### src/rtl/tick_timer_pkg.sv
package tick_timer_pkg;

  localparam int DATA_W = 32;
  localparam int ADDR_W = 3;

  typedef enum logic [ADDR_W-1:0] {
    RA_TICKB = 3'd0,
    RA_ICNTB = 3'd1,
    RA_CTRL  = 3'd2,
    RA_STAT  = 3'd3,
    RA_INTEN = 3'd4,
    RA_WSTAT = 3'd5,
    RA_ICNT  = 3'd6,
    RA_TCNT  = 3'd7
  } reg_sel_e;

  typedef struct packed {
    logic interval;
    logic int_run;
    logic tick_run;
  } ctrl_t;

  localparam int CTRL_W   = $bits(ctrl_t);
  localparam int WSTAT_W  = 4;
  localparam int WS_TICKB = 0;
  localparam int WS_ICNTB = 1;
  localparam int WS_CTRL  = 3;

endpackage

### src/rtl/tt_prescaler.sv
module tt_prescaler #(
  parameter int TICK_W = 32
) (
  input  logic              clk_i,
  input  logic              rst_ni,
  input  logic              run_i,
  input  logic              load_i,
  input  logic [TICK_W-1:0] period_i,
  output logic              tick_o,
  output logic [TICK_W-1:0] cnt_o
);

  logic [TICK_W-1:0] cnt_q;

  always_ff @(posedge clk_i or negedge rst_ni) begin
    if (!rst_ni)     cnt_q <= '0;
    else if (load_i) cnt_q <= period_i;
    else if (run_i)  cnt_q <= (cnt_q == '0) ? period_i : cnt_q - 1'b1;
  end

  assign tick_o = run_i && (cnt_q == '0);
  assign cnt_o  = cnt_q;

endmodule

### src/rtl/tt_irq_counter.sv
module tt_irq_counter #(
  parameter int ICNT_W = 31
) (
  input  logic              clk_i,
  input  logic              rst_ni,
  input  logic              load_i,
  input  logic [ICNT_W-1:0] load_val_i,
  input  logic [ICNT_W-1:0] reload_i,
  input  logic              tick_i,
  input  logic              run_i,
  input  logic              interval_i,
  output logic              expire_o,
  output logic [ICNT_W-1:0] cnt_o
);

  localparam logic [ICNT_W-1:0] ONE = ICNT_W'(1);

  logic [ICNT_W-1:0] cnt_q;
  logic              step;

  // a count of zero is idle; the compare sits one above zero so expiry and the
  // return to zero land on the same edge
  assign step     = !load_i && tick_i && run_i && (cnt_q != '0);
  assign expire_o = step && (cnt_q == ONE);

  always_ff @(posedge clk_i or negedge rst_ni) begin
    if (!rst_ni)       cnt_q <= '0;
    else if (load_i)   cnt_q <= load_val_i;
    else if (expire_o) cnt_q <= interval_i ? reload_i : '0;
    else if (step)     cnt_q <= cnt_q - 1'b1;
  end

  assign cnt_o = cnt_q;

endmodule

### src/rtl/tt_regfile.sv
module tt_regfile
  import tick_timer_pkg::*;
#(
  parameter int TICK_W = 32,
  parameter int ICNT_W = 31
) (
  input  logic               clk_i,
  input  logic               rst_ni,
  input  logic               req_i,
  input  logic               we_i,
  input  logic [ADDR_W-1:0]  addr_i,
  input  logic [DATA_W-1:0]  wdata_i,
  output logic [DATA_W-1:0]  rdata_o,
  input  logic               expire_i,
  input  logic [ICNT_W-1:0]  icnt_i,
  input  logic [TICK_W-1:0]  tcnt_i,
  output logic [TICK_W-1:0]  tick_buf_o,
  output logic [ICNT_W-1:0]  icnt_buf_o,
  output ctrl_t              ctrl_o,
  output logic               load_tick_o,
  output logic               load_icnt_o,
  output logic [ICNT_W-1:0]  load_val_o,
  output logic               int_stat_o,
  output logic               int_en_o,
  output logic [WSTAT_W-1:0] wstat_o
);

  localparam int UPD_BIT = DATA_W - 1;

  reg_sel_e           sel;
  logic               wr;
  logic               wr_tickb, wr_icntb, wr_ctrl, wr_stat, wr_inten, wr_wstat;
  logic               buf_upd, int_rise;
  ctrl_t              ctrl_q, ctrl_wd;
  logic [TICK_W-1:0]  tick_buf_q;
  logic [ICNT_W-1:0]  icnt_buf_q;
  logic               stat_q, en_q;
  logic [WSTAT_W-1:0] wstat_q, wstat_d;

  assign sel      = reg_sel_e'(addr_i);
  assign wr       = req_i && we_i;
  assign wr_tickb = wr && (sel == RA_TICKB);
  assign wr_icntb = wr && (sel == RA_ICNTB);
  assign wr_ctrl  = wr && (sel == RA_CTRL);
  assign wr_stat  = wr && (sel == RA_STAT);
  assign wr_inten = wr && (sel == RA_INTEN);
  assign wr_wstat = wr && (sel == RA_WSTAT);
  assign ctrl_wd  = ctrl_t'(wdata_i[CTRL_W-1:0]);

  assign buf_upd     = wr_icntb && wdata_i[UPD_BIT];
  assign int_rise    = wr_ctrl && ctrl_wd.int_run && !ctrl_q.int_run;
  assign load_tick_o = wr_ctrl && ctrl_wd.tick_run && !ctrl_q.tick_run;
  assign load_icnt_o = buf_upd || int_rise;
  assign load_val_o  = buf_upd ? wdata_i[ICNT_W-1:0] : icnt_buf_q;

  always_comb begin
    wstat_d = wstat_q;
    if (wr_wstat) wstat_d = wstat_q & ~wdata_i[WSTAT_W-1:0];
    if (wr_tickb) wstat_d[WS_TICKB] = 1'b1;
    if (wr_icntb) wstat_d[WS_ICNTB] = 1'b1;
    if (wr_ctrl)  wstat_d[WS_CTRL]  = 1'b1;
    wstat_d[2] = 1'b0;
  end

  always_ff @(posedge clk_i or negedge rst_ni) begin
    if (!rst_ni) begin
      tick_buf_q <= '0;
      icnt_buf_q <= '0;
      ctrl_q     <= '0;
      stat_q     <= 1'b0;
      en_q       <= 1'b0;
      wstat_q    <= '0;
    end else begin
      if (wr_tickb) tick_buf_q <= wdata_i[TICK_W-1:0];
      if (buf_upd)  icnt_buf_q <= wdata_i[ICNT_W-1:0];
      if (wr_ctrl)  ctrl_q     <= ctrl_wd;
      if (wr_inten) en_q       <= wdata_i[0];
      // expiry wins over a same-cycle clear
      if (expire_i)                  stat_q <= 1'b1;
      else if (wr_stat && wdata_i[0]) stat_q <= 1'b0;
      wstat_q <= wstat_d;
    end
  end

  always_comb begin
    case (sel)
      RA_TICKB: rdata_o = DATA_W'(tick_buf_q);
      RA_ICNTB: rdata_o = DATA_W'(icnt_buf_q);
      RA_CTRL:  rdata_o = DATA_W'(ctrl_q);
      RA_STAT:  rdata_o = DATA_W'(stat_q);
      RA_INTEN: rdata_o = DATA_W'(en_q);
      RA_WSTAT: rdata_o = DATA_W'(wstat_q);
      RA_ICNT:  rdata_o = DATA_W'(icnt_i);
      RA_TCNT:  rdata_o = DATA_W'(tcnt_i);
      default:  rdata_o = '0;
    endcase
  end

  assign tick_buf_o = tick_buf_q;
  assign icnt_buf_o = icnt_buf_q;
  assign ctrl_o     = ctrl_q;
  assign int_stat_o = stat_q;
  assign int_en_o   = en_q;
  assign wstat_o    = wstat_q;

endmodule

### src/rtl/tick_timer.sv
module tick_timer
  import tick_timer_pkg::*;
#(
  parameter int TICK_W = 32,
  parameter int ICNT_W = 31
) (
  input  logic              clk_i,
  input  logic              rst_ni,
  input  logic              req_i,
  input  logic              we_i,
  input  logic [ADDR_W-1:0] addr_i,
  input  logic [DATA_W-1:0] wdata_i,
  output logic [DATA_W-1:0] rdata_o,
  output logic              irq_o
);

  ctrl_t              ctrl;
  logic               tick, expire, load_tick, load_icnt;
  logic               int_stat, int_en;
  logic [TICK_W-1:0]  tick_buf, tcnt;
  logic [ICNT_W-1:0]  icnt_buf, icnt, load_val;
  logic [WSTAT_W-1:0] wstat;

  tt_regfile #(.TICK_W(TICK_W), .ICNT_W(ICNT_W)) i_regs (
    .clk_i      (clk_i),
    .rst_ni     (rst_ni),
    .req_i      (req_i),
    .we_i       (we_i),
    .addr_i     (addr_i),
    .wdata_i    (wdata_i),
    .rdata_o    (rdata_o),
    .expire_i   (expire),
    .icnt_i     (icnt),
    .tcnt_i     (tcnt),
    .tick_buf_o (tick_buf),
    .icnt_buf_o (icnt_buf),
    .ctrl_o     (ctrl),
    .load_tick_o(load_tick),
    .load_icnt_o(load_icnt),
    .load_val_o (load_val),
    .int_stat_o (int_stat),
    .int_en_o   (int_en),
    .wstat_o    (wstat)
  );

  tt_prescaler #(.TICK_W(TICK_W)) i_presc (
    .clk_i   (clk_i),
    .rst_ni  (rst_ni),
    .run_i   (ctrl.tick_run),
    .load_i  (load_tick),
    .period_i(tick_buf),
    .tick_o  (tick),
    .cnt_o   (tcnt)
  );

  tt_irq_counter #(.ICNT_W(ICNT_W)) i_icnt (
    .clk_i     (clk_i),
    .rst_ni    (rst_ni),
    .load_i    (load_icnt),
    .load_val_i(load_val),
    .reload_i  (icnt_buf),
    .tick_i    (tick),
    .run_i     (ctrl.int_run),
    .interval_i(ctrl.interval),
    .expire_o  (expire),
    .cnt_o     (icnt)
  );

  assign irq_o = int_stat && int_en;

endmodule

### config.mk
export PLATFORM = sky130hd
export DESIGN_NAME = tick_timer
export DESIGN_NICKNAME = d
export VERILOG_FILES = /design/src/rtl/tick_timer_pkg.sv /design/src/rtl/tt_prescaler.sv /design/src/rtl/tt_irq_counter.sv /design/src/rtl/tt_regfile.sv /design/src/rtl/tick_timer.sv
export SDC_FILE = /design/constraint.sdc
export NUM_CORES = 1
export LEC_CHECK = 0
export BUFFER_PORTS_ARGS = -buffer_cell sky130_fd_sc_hd__buf_4
export CORE_MARGIN = 2
export CORE_UTILIZATION = 49
export CTS_CLUSTER_SIZE = 10
export DETAILED_ROUTE_END_ITERATION = 8
export PLACE_DENSITY = 0.68
export SLEW_MARGIN = 25
export SYNTH_ARGS = -nofsm -noshare
export SYNTH_HDL_FRONTEND = slang
export SYNTH_SLANG_ARGS = --single-unit
### constraint.sdc
create_clock -name clk_i -period 5.5 [get_ports clk_i]
set_input_delay 0 -clock clk_i [delete_from_list [all_inputs] [get_ports clk_i]]
set_output_delay 0 -clock clk_i [all_outputs]
set_load 0.05 [all_outputs]
==> results, run 1 <==
- The count of final max-slew check failures is 0.
- The number of diodes is 0.
- The clock-pin transition on the worst setup and hold timing paths is ~0.060 ns.
- In the global route stage, met2 resource usage came out at 0.470.
- The floorplan die width is roughly 130 um.
- The post-synthesis net count is between 900 and 1000.
- The worst setup slack before clock tree synthesis is 1.90 ns.
- The share of total power dissipated in combinational logic is 0.312.
- The max-capacitance violation count is 0.
- The switching power of the nets is roughly 1.4 mW.
- For this block, the initial DRC count from the detailed router was 698.
- The part of the cycle the worst path needs is 0.664.
- The async set or reset register ratio after synthesis is 1.00.
- The highest net fanout along the worst path is 28.
- Setup total negative slack on the finished layout was measured at 0 ns.
- The pin slew with the least headroom to its limit is between 1 and 1.5 ns.
- The count of endpoints failing hold in the final timing report was 0.
- The share of total power dissipated in the clock network is 0.283.
- The clock root buffer master is clkbuf_16.
- The cell type with the largest total area after synthesis is dfrtp_1.
- The area occupied by registers is 3350 sq um.
- In this run the worst hold path is classified as input pin to async pin.
- Counting the fill cells in the layout gives ~1500.
- Setup repair after global routing left no endpoint under its margin.
- The critical path ends at i_icnt.cnt_o[25].
- The data arrival at the endpoint of the critical path is around 4 ns.
- The initial utilization of the core area, before any placement, comes to 0.497.
- In the final layout, the share of cells above drive strength 1 is 0.203.
- The die covers about 18000 sq um.
- met2 is the most crowded layer.
- For this run, the register share of the synthesized area comes to 0.410.
- The number of detailed-routing iterations run before antenna repair is 5.
- In this run the register-to-register setup slack is between 1.5 and 2 ns.
- The relative slew slack is 0.314.
- The worst reg2reg path startpoint is i_icnt.cnt_o[16].
- The maximum number of pins on one net before global-route repair is 83.
- Cell internal power was estimated by the tool at about 2.4 mW.
- Yosys attributes the largest share of cell area to dfrtp_1, mux2_2, mux2i_1.
- In the routed layout, each cell is associated on average with a via count of between 6 and 7.
- The total congestion overflow is 0.
- Of the total power, the share spent switching nets is 0.377.
- The synthesized netlist contains 63 unique library cells.
- The timing startpoint of the critical path is i_icnt.cnt_o[16].
- The power density normalized to cell area is roughly 400 nW/um^2.
- The kind of critical path is register to register.
- The routed layout has 7436 vias.
- The total wire length after detailed routing is around 25 mm.
- The H-tree generated during clock tree synthesis spans 4 levels.
- For this run, the top clock speed supported by timing is roughly 0.27 GHz.
- In the global route stage, met1 resource usage came out at 0.382.
- The routed wire length per instance is approximately 22 um.
- Once the clock tree was built, the resizer swapped 0 gates to a different size.
- The number of buffers on the longest clock path is 2.
- Summing every instance area after synthesis gives between 8000 and 9000 sq um.
- The floorplan core area is ~16000 sq um.
- The flip-flop cell with the highest count after synthesis is dfrtp_1.
- The TritonCTS clock tree is built.
- After layout, the minimum clock period comes to between 3 and 4 ns.
- Synthesis produced roughly 860 cells.
- The count of state elements after synthesis is about 130.
- The average cell area after synthesis is 9.52 sq um.
- The proportion of power drawn by flip-flops and latches is 0.405.
- Counting flops with a built-in enable in the synthesized netlist gives 0.
- For the worst flop-to-flop path, the logic depth is 7.
- The clock arrives with 0.00865 ns of skew.
- Setup violations remaining at the end of the flow were counted as 0.
- The first global-routing pass estimated approximately 40 mm of wire.
- In the layout the commonest cells are dfrtp_1, buf_4, mux2i_1, mux2_2, o21ai_0.
- Port buffering added between 70 and 80 buffers.
- The worst setup slack after layout is 1.85 ns.
- The number of clock buffers inserted by TritonCTS is 17.
- For this run, global-route usage on met3 was measured as 0.0601.
- The Yosys step of the flow raised 0 warnings.
- At the end of the flow, the number of nets in the layout was between 900 and 1000.
- The synthesis-to-layout area growth is 18.9%.
- Across every metal layer, demand over resource in global routing totals 0.288.
- The critical path launch point type is a register.
- The floorplan has 47 rows.
- The clock latency on the worst-skew pair is around 0.43 ns.
- The number of antenna violations at the first check in global routing was 0.
- The total leakage power is 4.24 nW.
- In the routed design, unresolved DRC markers number 0.
- Pin placement for this block handled between 70 and 80 I/O pins.
- The most common cell after layout, fill and taps aside is dfrtp_1.
- The run finished with clean final reports.
- VDD sags by at most ~0.24 mV.
- The residual antenna-violating net count after detailed routing is 0.
- Of the post-synthesis cell area, the dominant cell type holds 0.410.
- The kind of end point of the critical path is a register.
- Counting every sink on the clock net gives 134.
- The die is 133 um tall.
- The number of global-route vias before repair was between 7000 and 8000.
- At the end of routability-driven placement, the weighted congestion stood at 0.908.
- The endpoint required time on the critical path is about 5.9 ns.
- The endpoint of the worst register-to-register path is i_icnt.cnt_o[25].
- The sum of net half-perimeters after detailed placement is about 16 mm.
- The multi-input combinational cells in the finished layout cover a total of between 4000 and 5000 sq um.
[logic make-up (layout without fill, tap and decap cells)]
logic type / count (synthesis) / in the layout / share of synthesized area
AO/OA/AOI/OAI: 253 / 253 / 0.200
XOR/XNOR: 24 / 24 / 0.0257
adder cells (fa/ha/maj): 4 / 4 / 0.00612
buffers and inverters: 88 / 166 / 0.0456
flip-flops: 134 / 134 / 0.410
multiplexers: 130 / 130 / 0.169
AND/OR/NAND/NOR: 226 / 226 / 0.144
[metrics by stage]
step / total power, mW / util / std cells / hold slack (ns) / area [sq um]
final: 3.80 / 0.591 / 1157 / 0.195 / 9730
after global routing: 3.98 / 0.591 / 1157 / 0.264 / 9730
after CTS: 3.78 / 0.589 / 1156 / 0.204 / 9700
after detailed placement: 2.69 / 0.534 / 1091 / 0.101 / 8790
after global placement: 2.67 / 0.534 / 1091 / 0.103 / 8790
after floorplan: 2.29 / - / 859 / -0.296 / 8180
[power groups by stage]
stage          clock, mW  sequential, mW  combinational [mW]
2_1_floorplan          0            1.39               0.893
3_3_place_gp           0            1.54                1.13
3_5_place_dp           0            1.54                1.14
4_1_cts             1.08            1.53                1.17
5_1_grt             1.12            1.57                1.29
6_report            1.07            1.54                1.18
[cells in the mapped netlist, types with 15 or more instances]
master,number
a21oi_1,49
a22oi_1,29
a31oi_1,33
and3_1,15
clkbuf_1,56
dfrtp_1,134
inv_1,19
mux2_2,65
mux2i_1,65
nand2_1,39
nand3_1,28
nor2_1,45
nor3_1,35
nor4_1,18
o21ai_0,49
o22ai_1,28
xor2_1,17
[layout make-up]
| cell class | count | area share |
|---|---|---|
| Timing Repair Buffer | 119 | 0.104 |
| Tap cell | 220 | 0.0283 |
| Multi-Input combinational cell | 637 | 0.461 |
| Clock inverter | 5 | 0.00515 |
| Clock buffer | 23 | 0.0502 |
| Sequential cell | 134 | 0.345 |
| Inverter | 19 | 0.00733 |
[what timing repair did]
action	CTS	global route
setup buffers	0	0
hold buffers	37	0
endpoints found under the setup margin	0	0
endpoints found under the hold margin	177	0
[how the worst min path moves through the flow]
stage,from,end,slack [ns],cells past startpoint
floorplan,rst_ni,i_icnt.cnt_o[0],-0.30,0
global placement,rst_ni,i_regs.tick_buf_o[25],0.10,1
detailed placement,rst_ni,i_regs.tick_buf_o[25],0.10,1
CTS,addr_i[0],i_regs.wstat_o[1],0.20,3
global route,rst_ni,i_regs.tick_buf_o[27],0.26,2
finish,rst_ni,i_regs.icnt_buf_o[27],0.20,2
[layer usage]
layer	part of all wire	up-vias
met5	0	-
met4	0.024	0
met3	0.059	45
met2	0.49	281
met1	0.43	3704
li1	-	3406
[critical path, stage by stage (launching register included)]
cell	delay (ns)
dfrtp_1	0.44
or4_1	0.68
nor4_1	0.67
and4_1	0.89
buf_4	0.46
and3_1	0.20
a21oi_1	0.04
o21ai_0	0.18
[registers in the layout (all words and copies together) (netlist names)]
| signal | count |
|---|---|
| i_icnt.cnt_o | 31 |
| i_regs.int_en_o | 1 |
| i_regs.icnt_buf_o | 31 |
| i_regs.wstat_o | 3 |
| i_regs.ctrl_o | 3 |
| i_regs.tick_buf_o | 32 |
| i_presc.cnt_o | 32 |
| i_regs.int_stat_o | 1 |
Note: power is estimated with default switching activity, not from simulation.
==> inputs of run 2 (changes only) <==
--- a/config.mk
+++ b/config.mk
@@ -5,12 +5,13 @@
 export SDC_FILE = /design/constraint.sdc
 export NUM_CORES = 1
 export LEC_CHECK = 0
+export ABC_AREA = 1
 export BUFFER_PORTS_ARGS = -buffer_cell sky130_fd_sc_hd__buf_4
 export CORE_MARGIN = 2
 export CORE_UTILIZATION = 49
 export CTS_CLUSTER_SIZE = 10
 export DETAILED_ROUTE_END_ITERATION = 8
-export PLACE_DENSITY = 0.68
+export PLACE_DENSITY = 0.67
 export SLEW_MARGIN = 25
 export SYNTH_ARGS = -nofsm -noshare
 export SYNTH_HDL_FRONTEND = slang
==> constraint.sdc (replaced) <==
create_clock -name clk_i -period 3.4 [get_ports clk_i]
set_input_delay 0 -clock clk_i [delete_from_list [all_inputs] [get_ports clk_i]]
set_output_delay 0 -clock clk_i [all_outputs]
set_load 0.05 [all_outputs]
==> results, run 2 <==
- The total leakage power was 5.19 nW (+22%).
- The number of detailed-routing iterations run before antenna repair is 5 (unchanged).
- The clock-pin transition on the worst setup and hold timing paths is 0.06 ns (about the same).
- The total design power was 6.77 mW (+78%).
- The residual antenna-violating net count after detailed routing is 0 (unchanged).
- The worst hold-check path type is input pin to register.
- The maximum number of pins on one net before global-route repair is 71 (-14%).
- The switching power of the nets is 2.86 mW (+100%).
- The largest vdd supply drop is 0.413 mV (+74%).
- The count of endpoints failing hold in the final timing report is 0 (unchanged).
- The post-route clock skew is 0.00665 ns (-0.00200 ns).
- The routed wire length per instance was 19.0 um (-13%).
- The total number of yosys warnings is 0 (unchanged).
- The setup path with the least slack is of type register to register.
- In the layout the commonest cells are nand2_1, inv_1, dfrtp_1.
- The number of remaining DRC errors is 0 (unchanged).
- The floorplan die width is 136 um (+2.2%).
- The setup total negative slack came to 0 ns (unchanged).
- In the synthesized netlist the dominant register cell turns out to be dfrtp_1.
- The die height is 136 um (+2.2%).
- The top-level port count is 72 (unchanged).
- The number of synthesized flops with an enable pin was 0 (unchanged).
- The data arrival at the endpoint of the critical path is 2.78 ns (-1.22 ns).
- The number of buffers on the longest clock path was 2 (unchanged).
- The power density normalized to cell area came to 659 nW/um^2 (+69%).
- The sink count of the clock tree is 134 (unchanged).
- The number of clock buffers inserted by TritonCTS is 17 (unchanged).
- The highest attainable clock frequency is 0.414 GHz (+51%).
- The most common cell after layout, fill and taps aside is nand2_1.
- The pin slew with the least headroom to its limit was 1.01 ns (-0.0141 ns).
- The worst setup slack before clock tree synthesis is 1.03 ns (-0.869 ns).
- The switching power share of the total came to 0.422 (+0.0455).
- The total number of vias came to 8998 (+21%).
- The number of rows created at floorplan came to 48 (+2.1%).
- The instance count after placement with tap cells included is 1517 (+39%).
- The max-capacitance violation count is 0 (unchanged).
- The global placement routability congestion is 0.944 (+3.9%).
- The number of diodes was 0 (unchanged).
- The final-report setup violation count came to 0 (unchanged).
- The area enclosed by the die boundary came to 18500 sq um (+4.4%).
- The proportion of power drawn by flip-flops and latches is 0.378 (-0.027).
- The most used standard cell by instance count after synthesis is nand2_1.
- The part of the cycle the worst path needs is 0.711 (+0.0467).
- The proportion of power drawn by combinational gates is 0.351 (+0.039).
- The flow ran to the end, and the final reports show no timing, DRC or antenna violations.
- The share of post-route cells with drive strength above 1 is 0.114 (-0.0883).
- The highest net fanout along the worst path was 27 (-3.6%).
- Of all cell types, the one taking the most synthesized area is dfrtp_1.
- The post-CTS resize count is 0 (unchanged).
- By count the netlist is led by nand2_1, inv_1, dfrtp_1.
- The cell area after technology mapping was 8550 sq um (+4.6%).
- The global router's overall resource usage is 0.336 (+0.0479).
- The total of hold buffers inserted after clock tree synthesis was 39 (+5.4%).
- The synthesis-to-layout area growth is 20.1%.
- The worst setup path is captured at a register.
- The average vias per placed instance is 5.67 (-12%).
- The critical path launch point type is a register.
- The average cell area after synthesis was 6.83 sq um (-28%).
- The shortest clock period the worst path allows after layout was 2.42 ns (-1.24 ns).
- The post-synthesis net count is 1295 (+44%).
- The portion of synthesized cell area occupied by the leading cell type is 0.392 (-0.0179).
- The floorplan core area was 17200 sq um (+4.3%).
- The design internal power was 3.91 mW (+65%).
- The share of the yosys chip area belonging to registers was 0.392 (-0.0179).
- The number of setup buffers added after CTS came to 0 (unchanged).
- The async set or reset register ratio after synthesis is 1.00 (unchanged).
- The post-layout instance count excluding filler cells is 1588 (+37%).
- The number of buffer cells added on primary ports is 71 (unchanged).
- The clock share of power is 0.271 (-0.012).
- The final core utilization is 0.598 (+0.00746).
- The count of cell types in the netlist came to 34 (-46%).
- The endpoint required time on the critical path was 3.77 ns (-2.08 ns).
- The number of global-route vias before repair is 8364 (+15%).
- The number of DRC violations after detailed-routing iteration 0 is 1098 (+57%).
- The starting density of the core is 0.498 (+0.00123).
- The count of state elements after synthesis is 134 (unchanged).
- The count of final max-slew check failures is 0 (unchanged).
- The worst setup slack after layout is 0.984 ns (-0.864 ns).
- The tree is rooted in a clkbuf_16.
- The number of nets in the finished design is 1393 (+43%).
- The depth of the CTS H-tree was 4 (unchanged).
- The relative slew slack is 0.329 (+0.0147).
- The number of antenna violations at the first check in global routing is 0 (unchanged).
- The sum of net half-perimeters after detailed placement came to 21.4 mm (+30%).
- The total wire length after detailed routing is 30.2 mm (+20%).
- The clock latency on the worst-skew pair is 0.43 ns (about the same).
- Setup repair after global routing left no endpoint under its margin.
- TritonCTS built the clock tree.
- The gate count after technology mapping was 1252 (+46%).
- The first-pass GRT wire length is 47.1 mm (+17%).
- By area the synthesized netlist is led by dfrtp_1, nand2_1, o21ai_0.
- The total congestion overflow is 0 (unchanged).
run 2: cell count changes in the layout (fill, tap and decap cells not counted), moves of 33 or more:
cell	delta
a31oi_1	-33
inv_1	+130
mux2_2	-65
mux2i_1	-65
nand2_1	+347
nand3_1	+45
nor2_1	+61
o21ai_0	+69
run 2: cell type report:
class	count	area (sq um)
inverter	167	627
timing repair buffer	132	1090
multi-input combinational	898	4350
fill	1656	6900
clock inverter	13	133
clock buffer	19	443
sequential	134	3350
tap	225	282
run 2: power groups by stage:
stage	clock (mW)	sequential (mW)	combinational, mW
6_report	1.84	2.56	2.37
2_1_floorplan	0	2.32	1.74
5_1_grt	1.92	2.61	2.67
3_3_place_gp	0	2.54	2.26
4_1_cts	1.85	2.53	2.35
3_5_place_dp	0	2.55	2.30
run 2: cell families (layout without fill, tap and decap cells):
| kind of cell | after synthesis | in the layout | synth area share |
|---|---|---|---|
| buffers and inverters | 220 | 331 | 0.100 |
| flip-flops | 134 | 134 | 0.392 |
| XOR/XNOR | 38 | 38 | 0.0389 |
| adder cells (fa/ha/maj) | 4 | 4 | 0.00585 |
| AND/OR/NAND/NOR | 622 | 622 | 0.302 |
| AO/OA/AOI/OAI | 234 | 234 | 0.161 |
run 2: path summary, 6_finish.rpt:
check / slack, ns / start / depth (start not counted) / endpoint
min in group asynchronous: 0.16 / rst_ni / 2 / i_regs.tick_buf_o[3]
worst max register to register: 0.98 / i_icnt.cnt_o[21] / 11 / i_icnt.cnt_o[23]
worst min-delay path: 0.04 / addr_i[0] / 3 / i_regs.wstat_o[1]
worst min register to register: 0.50 / i_regs.tick_buf_o[13] / 2 / i_regs.tick_buf_o[13]
max in group asynchronous: 2.25 / rst_ni / 3 / i_icnt.cnt_o[18]
worst max-delay path: 0.98 / i_icnt.cnt_o[21] / 11 / i_icnt.cnt_o[23]
run 2: routing by layer:
layer / GRT usage / share of wire / wire length (um) / up-vias
met3: 0.0895 / 0.099 / 3000 / 66
met5: 0 / 0 / 0 / -
met1: 0.488 / 0.44 / 13300 / 4216
met4: 0.0990 / 0.026 / 782 / 0
li1: - / - / - / 4253
met2: 0.492 / 0.43 / 13200 / 463
run 2: metrics by stage:
step / hold slack, ns / cell area [sq um]
finish: 0.0414 / 10300
global placement: 0.0567 / 9310
detailed placement: 0.0606 / 9310
floorplan: -0.296 / 8550
global route: 0.0195 / 10300
CTS: 0.0300 / 10300
run 2: worst max-delay path: stages (launching register included):
cell and delay [ns]:
dfrtp_1 0.43, nor2_1 0.37, nand2_1 0.09, nor2_1 0.15, nand2_1 0.08, nor2_1 0.20
nor2_4 0.10, nand2_2 0.11, nand2_2 0.35, o21ai_1 0.27, clkinv_1 0.11, nand2_1 0.08
